## src/rtl/mont_cs_pkg.sv

```systemverilog
package mont_cs_pkg;
    typedef enum logic [1:0] {
        ST_IDLE = 2'd0,
        ST_RUN  = 2'd1,
        ST_CONV = 2'd2,
        ST_FIX  = 2'd3
    } mcs_state_e;

    typedef enum logic [1:0] {
        MD_RESOLVE = 2'b00,
        MD_STEP    = 2'b01,
        MD_LOAD    = 2'b10,
        MD_UNLOAD  = 2'b11
    } mcs_mode_e;
endpackage

```

## src/rtl/mcs_step.sv

```systemverilog
// One radix-2 reduction step on a carry-save accumulator:
// add xbit*Y, add M when the low bit is odd, then halve.
module mcs_step #(
    parameter int AW = 66
) (
    input  logic [AW-1:0] s_in,
    input  logic [AW-1:0] c_in,
    input  logic [AW-1:0] y_ext,
    input  logic [AW-1:0] m_ext,
    input  logic          xbit,
    output logic [AW-1:0] s_out,
    output logic [AW-1:0] c_out
);
    logic [AW-1:0] a_add;
    logic [AW-1:0] b_add;
    logic [AW-1:0] s1, maj1, s2, maj2;
    logic [AW-1:0] c1, c2;
    logic          odd;

    assign a_add = xbit ? y_ext : '0;

    for (genvar i = 0; i < AW; i++) begin : g_row1
        assign s1[i]   = s_in[i] ^ c_in[i] ^ a_add[i];
        assign maj1[i] = (s_in[i] & c_in[i]) | (s_in[i] & a_add[i]) | (c_in[i] & a_add[i]);
    end
    assign c1 = {maj1[AW-2:0], 1'b0};

    assign odd   = s1[0];
    assign b_add = odd ? m_ext : '0;

    for (genvar i = 0; i < AW; i++) begin : g_row2
        assign s2[i]   = s1[i] ^ c1[i] ^ b_add[i];
        assign maj2[i] = (s1[i] & c1[i]) | (s1[i] & b_add[i]) | (c1[i] & b_add[i]);
    end
    assign c2 = {maj2[AW-2:0], 1'b0};

    assign s_out = {1'b0, s2[AW-1:1]};
    assign c_out = {1'b0, c2[AW-1:1]};
endmodule

```

## src/rtl/mcs_fix.sv

```systemverilog
// Final correction: one conditional subtraction of the modulus.
module mcs_fix #(
    parameter int AW  = 66,
    parameter int OPW = 64
) (
    input  logic [AW-1:0]  val_in,
    input  logic [OPW-1:0] m_in,
    output logic [AW-1:0]  val_out
);
    localparam int PADW = AW - OPW;
    logic [AW-1:0] m_ext;
    logic [AW-1:0] diff;

    assign m_ext   = {{PADW{1'b0}}, m_in};
    assign diff    = val_in - m_ext;
    assign val_out = (val_in >= m_ext) ? diff : val_in;
endmodule

```

## src/rtl/mont_cs_mul.sv

```systemverilog
module mont_cs_mul #(
    parameter int OPW   = 64,
    parameter int WORDW = 16
) (
    input  logic             clk,
    input  logic             rst_n,
    input  logic             start,
    input  logic             cmd_valid,
    input  logic [1:0]       mode,
    input  logic [WORDW-1:0] din,
    output logic [WORDW-1:0] dout,
    output logic             busy,
    output logic             done
);
    import mont_cs_pkg::*;

    localparam int AW   = OPW + 2;
    localparam int CHW  = 3 * OPW;
    localparam int CNTW = $clog2(OPW) + 1;
    localparam logic [CNTW-1:0] LAST = CNTW'(OPW - 1);

    typedef struct packed {
        mcs_state_e     st;
        logic [CNTW-1:0] cnt;
        logic [AW-1:0]  s;
        logic [AW-1:0]  c;
        logic [CHW-1:0] chain;   // {M, Y, X}
        logic [AW-1:0]  res;
        logic           done;
    } mcs_regs_t;

    mcs_regs_t q, d;

    logic [OPW-1:0] x_view, y_view, m_view;
    logic [AW-1:0]  res_view;
    logic [AW-1:0]  step_s, step_c, fixed;
    logic [AW-1:0]  resolved;

    assign x_view   = q.chain[OPW-1:0];
    assign y_view   = q.chain[2*OPW-1:OPW];
    assign m_view   = q.chain[CHW-1:2*OPW];
    assign res_view = q.res;

    mcs_step #(.AW(AW)) u_step (
        .s_in  (q.s),
        .c_in  (q.c),
        .y_ext ({2'b00, y_view}),
        .m_ext ({2'b00, m_view}),
        .xbit  (x_view[0]),
        .s_out (step_s),
        .c_out (step_c)
    );

    mcs_fix #(.AW(AW), .OPW(OPW)) u_fix (
        .val_in  (q.res),
        .m_in    (m_view),
        .val_out (fixed)
    );

    assign resolved = q.s + q.c;

    always_comb begin
        d      = q;
        d.done = 1'b0;
        case (q.st)
            ST_IDLE: begin
                if (start) begin
                    d.st  = ST_RUN;
                    d.s   = '0;
                    d.c   = '0;
                    d.cnt = '0;
                end else if (cmd_valid) begin
                    case (mcs_mode_e'(mode))
                        MD_RESOLVE: begin
                            d.res = resolved;
                            d.st  = ST_FIX;
                        end
                        MD_STEP: begin
                            d.s              = step_s;
                            d.c              = step_c;
                            d.chain[OPW-1:0] = {1'b0, x_view[OPW-1:1]};
                        end
                        MD_LOAD: begin
                            d.chain = {din, q.chain[CHW-1:WORDW]};
                        end
                        default: begin
                            d.res = q.res >> WORDW;
                        end
                    endcase
                end
            end
            ST_RUN: begin
                d.s              = step_s;
                d.c              = step_c;
                d.chain[OPW-1:0] = {1'b0, x_view[OPW-1:1]};
                d.cnt            = q.cnt + 1'b1;
                if (q.cnt == LAST) begin
                    d.st = ST_CONV;
                end
            end
            ST_CONV: begin
                d.res = resolved;
                d.st  = ST_FIX;
            end
            default: begin
                d.res  = fixed;
                d.done = 1'b1;
                d.st   = ST_IDLE;
            end
        endcase
    end

    always_ff @(posedge clk or negedge rst_n) begin
        if (!rst_n) begin
            q <= '0;
        end else begin
            q <= d;
        end
    end

    assign dout = q.res[WORDW-1:0];
    assign busy = (q.st != ST_IDLE);
    assign done = q.done;
endmodule

```

## config.mk

```make
export PLATFORM = sky130hd
export DESIGN_NAME = mont_cs_mul
export DESIGN_NICKNAME = d
export VERILOG_FILES = /design/src/rtl/mont_cs_pkg.sv /design/src/rtl/mcs_step.sv /design/src/rtl/mcs_fix.sv /design/src/rtl/mont_cs_mul.sv
export SDC_FILE = /design/constraint.sdc
export NUM_CORES = 1
export LEC_CHECK = 0
export ABC_CLOCK_PERIOD_IN_PS = 11100
export BUFFER_PORTS_ARGS = -buffer_cell sky130_fd_sc_hd__buf_4
export CAP_MARGIN = 25
export CORE_AREA = 2 2 229 231
export DETAILED_ROUTE_END_ITERATION = 12
export DIE_AREA = 0 0 231 233
export PLACE_DENSITY_LB_ADDON = 0.2
export SYNTH_ARGS = -nofsm -noshare
export SYNTH_HDL_FRONTEND = slang
export SYNTH_SLANG_ARGS = --single-unit
```

## constraint.sdc

```tcl
create_clock -name clk -period 11.1 [get_ports clk]
set_clock_uncertainty 0.15 [all_clocks]
set_input_delay 1.11 -clock clk [delete_from_list [all_inputs] [get_ports clk]]
set_output_delay 1.11 -clock clk [all_outputs]
set_load 0.02 [all_outputs]
```

# Word level (Yosys, flattened, before mapping)
# Cells that the tools add are included.
classes:
  addsub: 3
  n_mul: 0
  n_div: 0
  order_cmp: 1
  eq_ne: 14
  shifts: 0
  n_mux: 20
  bitwise_logic: 910
  n_reduce_logical: 13
ops:
  columns: ["op", "n"]
  rows:
  - ["$mux W390", 1]
  - ["$and A1 B1 Y1", 384]
  - ["$pmux W139 S2", 1]
  - ["$mux W132", 2]
  - ["$or A1 B1 Y1", 258]
  - ["$xor A1 B1 Y1", 258]
  - ["$pmux W64 S2", 2]
  - ["$pmux W66 S3", 1]
  - ["$pmux W66 S2", 1]
  - ["$mux W130", 1]
  - ["$mux W128", 1]
  - ["$mux W64", 2]
  - ["$add A66 B66 Y66", 1]
  - ["$ge A66 B64 Y1", 1]
  - ["$mux W66", 1]
  - ["$sub A66 B64 Y66", 1]
  - ["$ne A2 B2 Y1 const B", 5]
  - ["$mux W2", 4]
  - ["$reduce_and A4 Y1", 2]
  - ["$add A7 B1 Y7 const B", 1]
  - ["$eq A7 B6 Y1 const B", 1]
  - ["$mux W7", 1]
  - ["$ne A3 B2 Y1 const B", 2]
  - ["$pmux W2 S3", 1]
  - ["16 further kinds", 28]
totals:
  ff_bits: 400
  latch_bits: 0
  mem_bits_rw: 0
  rom_bits: 0
  in_bits: 22
  output_inout_bits: 18
  wordCells: 969
  memories: 0

# Logic depth before layout (Yosys ltp)
logic_depth:
  ltp_word: 11
  depth_mapped: 16
  depth_no_buf: 13

# Hierarchy
# From an unflattened synthesis, not the netlist that was laid out.
hier_totals:
  cells_unflattened: 3293
  area_unflattened_um2: 29587.1
by_module_without_submodules:
  columns: ["module", "n_inst", "cells_each", "area_each_um2", "seq_area_each_um2"]
  rows:
  - ["mont_cs_mul", 1, 2173, 20975.1, 10009.6]
  - ["mcs_fix", 1, 835, 5064.9, 0.0]
  - ["mcs_step", 1, 285, 3547.2, 0.0]

# Worst setup path after synthesis
# Ideal clock, no wire load.
synth_path:
  kind: "reg-to-reg"
  from: "reg q (netlist bit m_view[0])"
  to: "reg q (netlist bit res_view[63])"
  setup_time_ns: 0.142
  t_arrival_ns: 3.290
  required_time_ns: 10.808
  setup_slack_ns: 7.518
  stages_incl_launch_ff: 15
  n_path_buf: 3
  period_less_slack_ns: 3.582
  cell_sequence: "dfrtp_1 > ha_1 > fa_1 > nand2b_1 > a21o_1 > a211oi_1 > o31ai_1 > o2111a_1 > a21o_1 > a311o_1 > buf_6 > buf_6 > buf_2 > a221oi_1 > a32oi_1"
synth_via:
  elab_chain_len: 3
  elab_cells_between_ends: 6
  cone_classes: "add/sub (1); order compare (1); mux (2); reduce/logical (2)"
synth_rtl:
  columns: ["item", "line", "rtl"]
  rows:
  - ["from (decl)", "mont_cs_mul.sv:32", "mcs_regs_t q, d;"]
  - ["from (signal assigned)", "mont_cs_mul.sv:115", "q <= '0;"]
  - ["from (signal assigned)", "mont_cs_mul.sv:117", "q <= d;"]
  - ["$sub A66 B64 Y66 / $ge A66 B64 Y1 (equally long branches)", "mcs_fix.sv:15, mcs_fix.sv:16", null]
  - ["$mux W66 / $reduce_bool A3 Y1 (equally long branches)", null, null]
  - ["$pmux W66 S3 / $reduce_and A5 Y1 (equally long branches)", null, null]
# Parallel ways exist; a longest one is shown, timed or not. The select of a mux whose other input is x is not followed.
# A chain may end at the register's enable or synchronous reset.

# Worst setup path after layout
layout_path:
  from: "reg q (netlist bit res_view[0])"
  to: "reg q (netlist bit res_view[42])"
# Same word-level chain as after synthesis.

==> impl_metrics.tcl <==
set metrics [dict create \
    yosys.area_share.simple_pct 13.76 \
    num_rows 83 \
    nFillCells 4520 \
    drive_gt1_share_pct 7.344 \
    synth_flop_cell "dfrtp_1" \
    ys_warn_count 0 \
    critPathRequiredTime_ps 11500 \
    gp_congestion 1.017 \
    hold-path-endpoint "q[70]$_DFFE_PN0P_" \
    clockBufferDepth 3 \
    dieArea_um2 53820 \
    tightest_slew_ps 1057 \
    leakage_nw 13.30 \
    clk-insertion-delay-late_ps 610 \
    setup_viol 0 \
    ir_drop_v 0.0001116 \
    place_area_um2 28940 \
    power_density_nw_per_um2 103.9 \
    fin_crit_sh_pct 46.26 \
    cts_inserted_buffers 46 \
    cp_data_arrival_time_ps 5530 \
    grt_start_max_net_pins 192 \
    die_h_um 233 \
    timing.fmax_mhz 194.7 \
    synth_area_um2 28410 \
    drc 0 \
    antenna_found_initial 1 \
    start_util_pct 55.60 \
    post-cts-setup-buffers 0 \
    core_region_area_um2 51090 \
    layout.cell_area.non_filler_um2 30580 \
    clock_sinks 398 \
    rsz0062_at_grt "no" \
    cts_tree "built" \
    synth_edf_count 0 \
    grt_overflow 0 \
    ioPinCount 40 \
    first_iter_violations 2510 \
    synth_xor_area_share_pct 3.268 \
    viasPerCell 6.343 \
    vias 23920 \
    status "finished, final reports clean" \
    rr_endpoint "res_view[42]$_DFFE_PN0P_" \
    critical_path_class "register to register" \
    synth_fa_ha_area_share_pct 15.17 \
    drt_wl_total_um 94740 \
    min_period_ps 5135 \
    hold_violations 0 \
    grt_pass1_vias 23170 \
    avgRoutedWirePerCell_um 25.12 \
    holdBufCountCts 0 \
    grt_pass1_wl_um 143700 \
    layout.area.seq_um2 9961 \
    cts_resized 0 \
    hold_depth 2 \
    final_antenna_net_count 0 \
    final_core_util_pct 59.84 \
    nets 3345 \
    setup_tns_ps 0 \
    dr.pass1.iters 6 \
    cts-htree-levels 2 \
    synth-seq-area-share_pct 35.06 \
    critPathCaptureType "register" \
    synth-seq-cells 398 \
    muxShareOfSynthArea_pct 5.197 \
    maxCapViolCount 0 \
    critical_path.max_fanout 67 \
    synth_top_family_by_area "compound AO/OA/AOI/OAI gates" \
    avgSynthCellArea_um2 8.982 \
    hp-class "register to register" \
    syn_nets 3452 \
    dieWidth_um 231 \
    worstHoldStart "q[70]$_DFFE_PN0P_" \
    clockRootBuffer "clkbuf_16" \
    grt_usage_pct 35.47 \
    synth_cell_type_count 80 \
    cp-start-kind "register" \
    regToRegSetupSlack_ps 5960 \
    reg2reg_from "res_view[0]$_DFFE_PN0P_" \
    worst_slew_margin_rel_pct 29.55 \
    synth_cells 3163 \
    clk_pin_slew_worst_paths_ps 60 \
    drv_slew 0 \
    area_growth_pct 7.624 \
    numPortBuffers 39 \
    async_reset_ff_share_pct 100.0 \
    synth_compound_area_share_pct 21.26 \
    multi_input_area_um2 16740 \
    ff2ff_path_depth 15 \
    place_hpwl_um 71420 \
]
## cell usage in the layout, fill, tap and decap left out, types with 25 or more instances in the layout
cell	netlist	routed
a21o_1	77	77
dfrtp_1	398	397
nor3_1	27	27
a221oi_1	25	25
clkbuf_16	0	46
nand2_1	558	557
inv_1	233	233
mux2i_1	71	71
xor2_1	30	30
buf_4	19	55
nand3_1	46	46
xnor2_1	76	76
fa_1	129	128
ha_1	138	138
nor2_1	114	110
a21oi_1	174	172
o31ai_1	200	200
o21ai_0	188	188
o211ai_1	27	27
nand4_1	29	29
mux2_2	68	68
## layout make-up
cell class	count	area share, %
Tap cell	680	2.783
Multi-Input combinational cell	2314	54.76
Clock inverter	22	1.076
Timing Repair Buffer	62	1.841
Sequential cell	398	32.58
Antenna cell	1	0.008184
Clock buffer	61	4.080
Inverter	234	2.873
## registers in the layout, indices dropped and copies added (netlist names)
| signal | flops |
|---|---|
| q | 267 |
| m_view | 64 |
| res_view | 66 |
| done | 1 |
## synth_stat cells (12+ instances only)
| cell | instances | area share (%) |
|---|---|---|
| o31ai_1 | 200 | 5.3 |
| a211oi_1 | 20 | 0.53 |
| o21a_1 | 21 | 0.55 |
| dfrtp_1 | 398 | 35 |
| nor3_1 | 27 | 0.48 |
| nand2b_1 | 18 | 0.40 |
| fa_1 | 129 | 9.1 |
| nand4_1 | 29 | 0.64 |
| inv_1 | 233 | 3.1 |
| clkbuf_1 | 183 | 2.4 |
| a21o_1 | 77 | 2.0 |
| xnor2_1 | 76 | 2.3 |
| nor2b_1 | 15 | 0.33 |
| buf_4 | 19 | 0.50 |
| nand2_1 | 558 | 7.4 |
| o211ai_1 | 27 | 0.71 |
| a21oi_1 | 174 | 3.1 |
| o22ai_1 | 15 | 0.33 |
| o21bai_1 | 23 | 0.61 |
| ha_1 | 138 | 6.1 |
| or3_1 | 12 | 0.26 |
| a31oi_1 | 23 | 0.51 |
| a222oi_1 | 20 | 0.70 |
| and2_1 | 15 | 0.33 |
| mux2_2 | 68 | 2.7 |
| and3_1 | 18 | 0.40 |
| mux2i_1 | 71 | 2.5 |
| a221oi_1 | 25 | 0.77 |
| xor2_1 | 30 | 0.92 |
| nor2_1 | 114 | 1.5 |
| nand3_1 | 46 | 0.81 |
| o21ai_0 | 188 | 3.3 |
## critical path: stages, from the launching register on
cell      delay, ps
dfrtp_1         370
inv_1            70
ha_1            230
fa_1            410
nand2b_1        190
a21o_1          200
a211oi_1        440
o31ai_1         290
o2111a_1        340
a21o_1          220
a311o_2         590
buf_4           340
buf_4           380
or3_1           430
o32a_1          290
nand3_1          60
## per-stage QoR
step	total power (W)	hold slack (ps)	cells	setup slack, ps
2_1_floorplan	0.001527	295.7	3163	7518
4_1_cts	0.003197	330.2	3769	6056
3_5_place_dp	0.001584	316.5	3686	6094
6_report	0.003176	324.1	3772	5965
5_1_grt	0.003262	352.7	3771	5823
3_3_place_gp	0.001582	311.7	3685	6166
## logic make-up (layout without fill, tap and decap cells)
family | after synthesis | count (layout)
AO/OA/AOI/OAI | 905 | 905
AND/OR/NAND/NOR | 897 | 897
flip-flops | 398 | 398
multiplexers | 139 | 139
other | 0 | 1
XOR/XNOR | 106 | 106
adder cells (fa/ha/maj) | 267 | 267
buffers and inverters | 451 | 379
## power breakdown
part | switching (W) | internal (W) | leakage (nW)
clock | 0.000679 | 0.000939 | 0.755
combinational | 0.0000689 | 0.0000263 | 7.05
sequential | 0.00000553 | 0.00146 | 5.49
## metal layers
| metal | global-route usage [%] | part of all wire (%) | vias to the layer above |
|---|---|---|---|
| met5 | 0 | 0 | - |
| li1 | - | - | 10920 |
| met4 | 20.34 | 6.5 | 0 |
| met1 | 45.66 | 40 | 11900 |
| met2 | 58.15 | 47 | 878 |
| met3 | 4.191 | 6.0 | 221 |
## how the worst max path moves through the flow
stage                                 start                       end  depth (start not counted)
global placement    res_view[0]$_DFFE_PN0P_  res_view[42]$_DFFE_PN0P_                         15
global route        res_view[0]$_DFFE_PN0P_  res_view[42]$_DFFE_PN0P_                         15
CTS                 res_view[0]$_DFFE_PN0P_  res_view[42]$_DFFE_PN0P_                         15
finish              res_view[0]$_DFFE_PN0P_  res_view[42]$_DFFE_PN0P_                         15
detailed placement  res_view[0]$_DFFE_PN0P_  res_view[42]$_DFFE_PN0P_                         15
floorplan             m_view[0]$_DFFE_PN0P_  res_view[63]$_DFFE_PN0P_                         14
(Power assumes the default switching activity.)
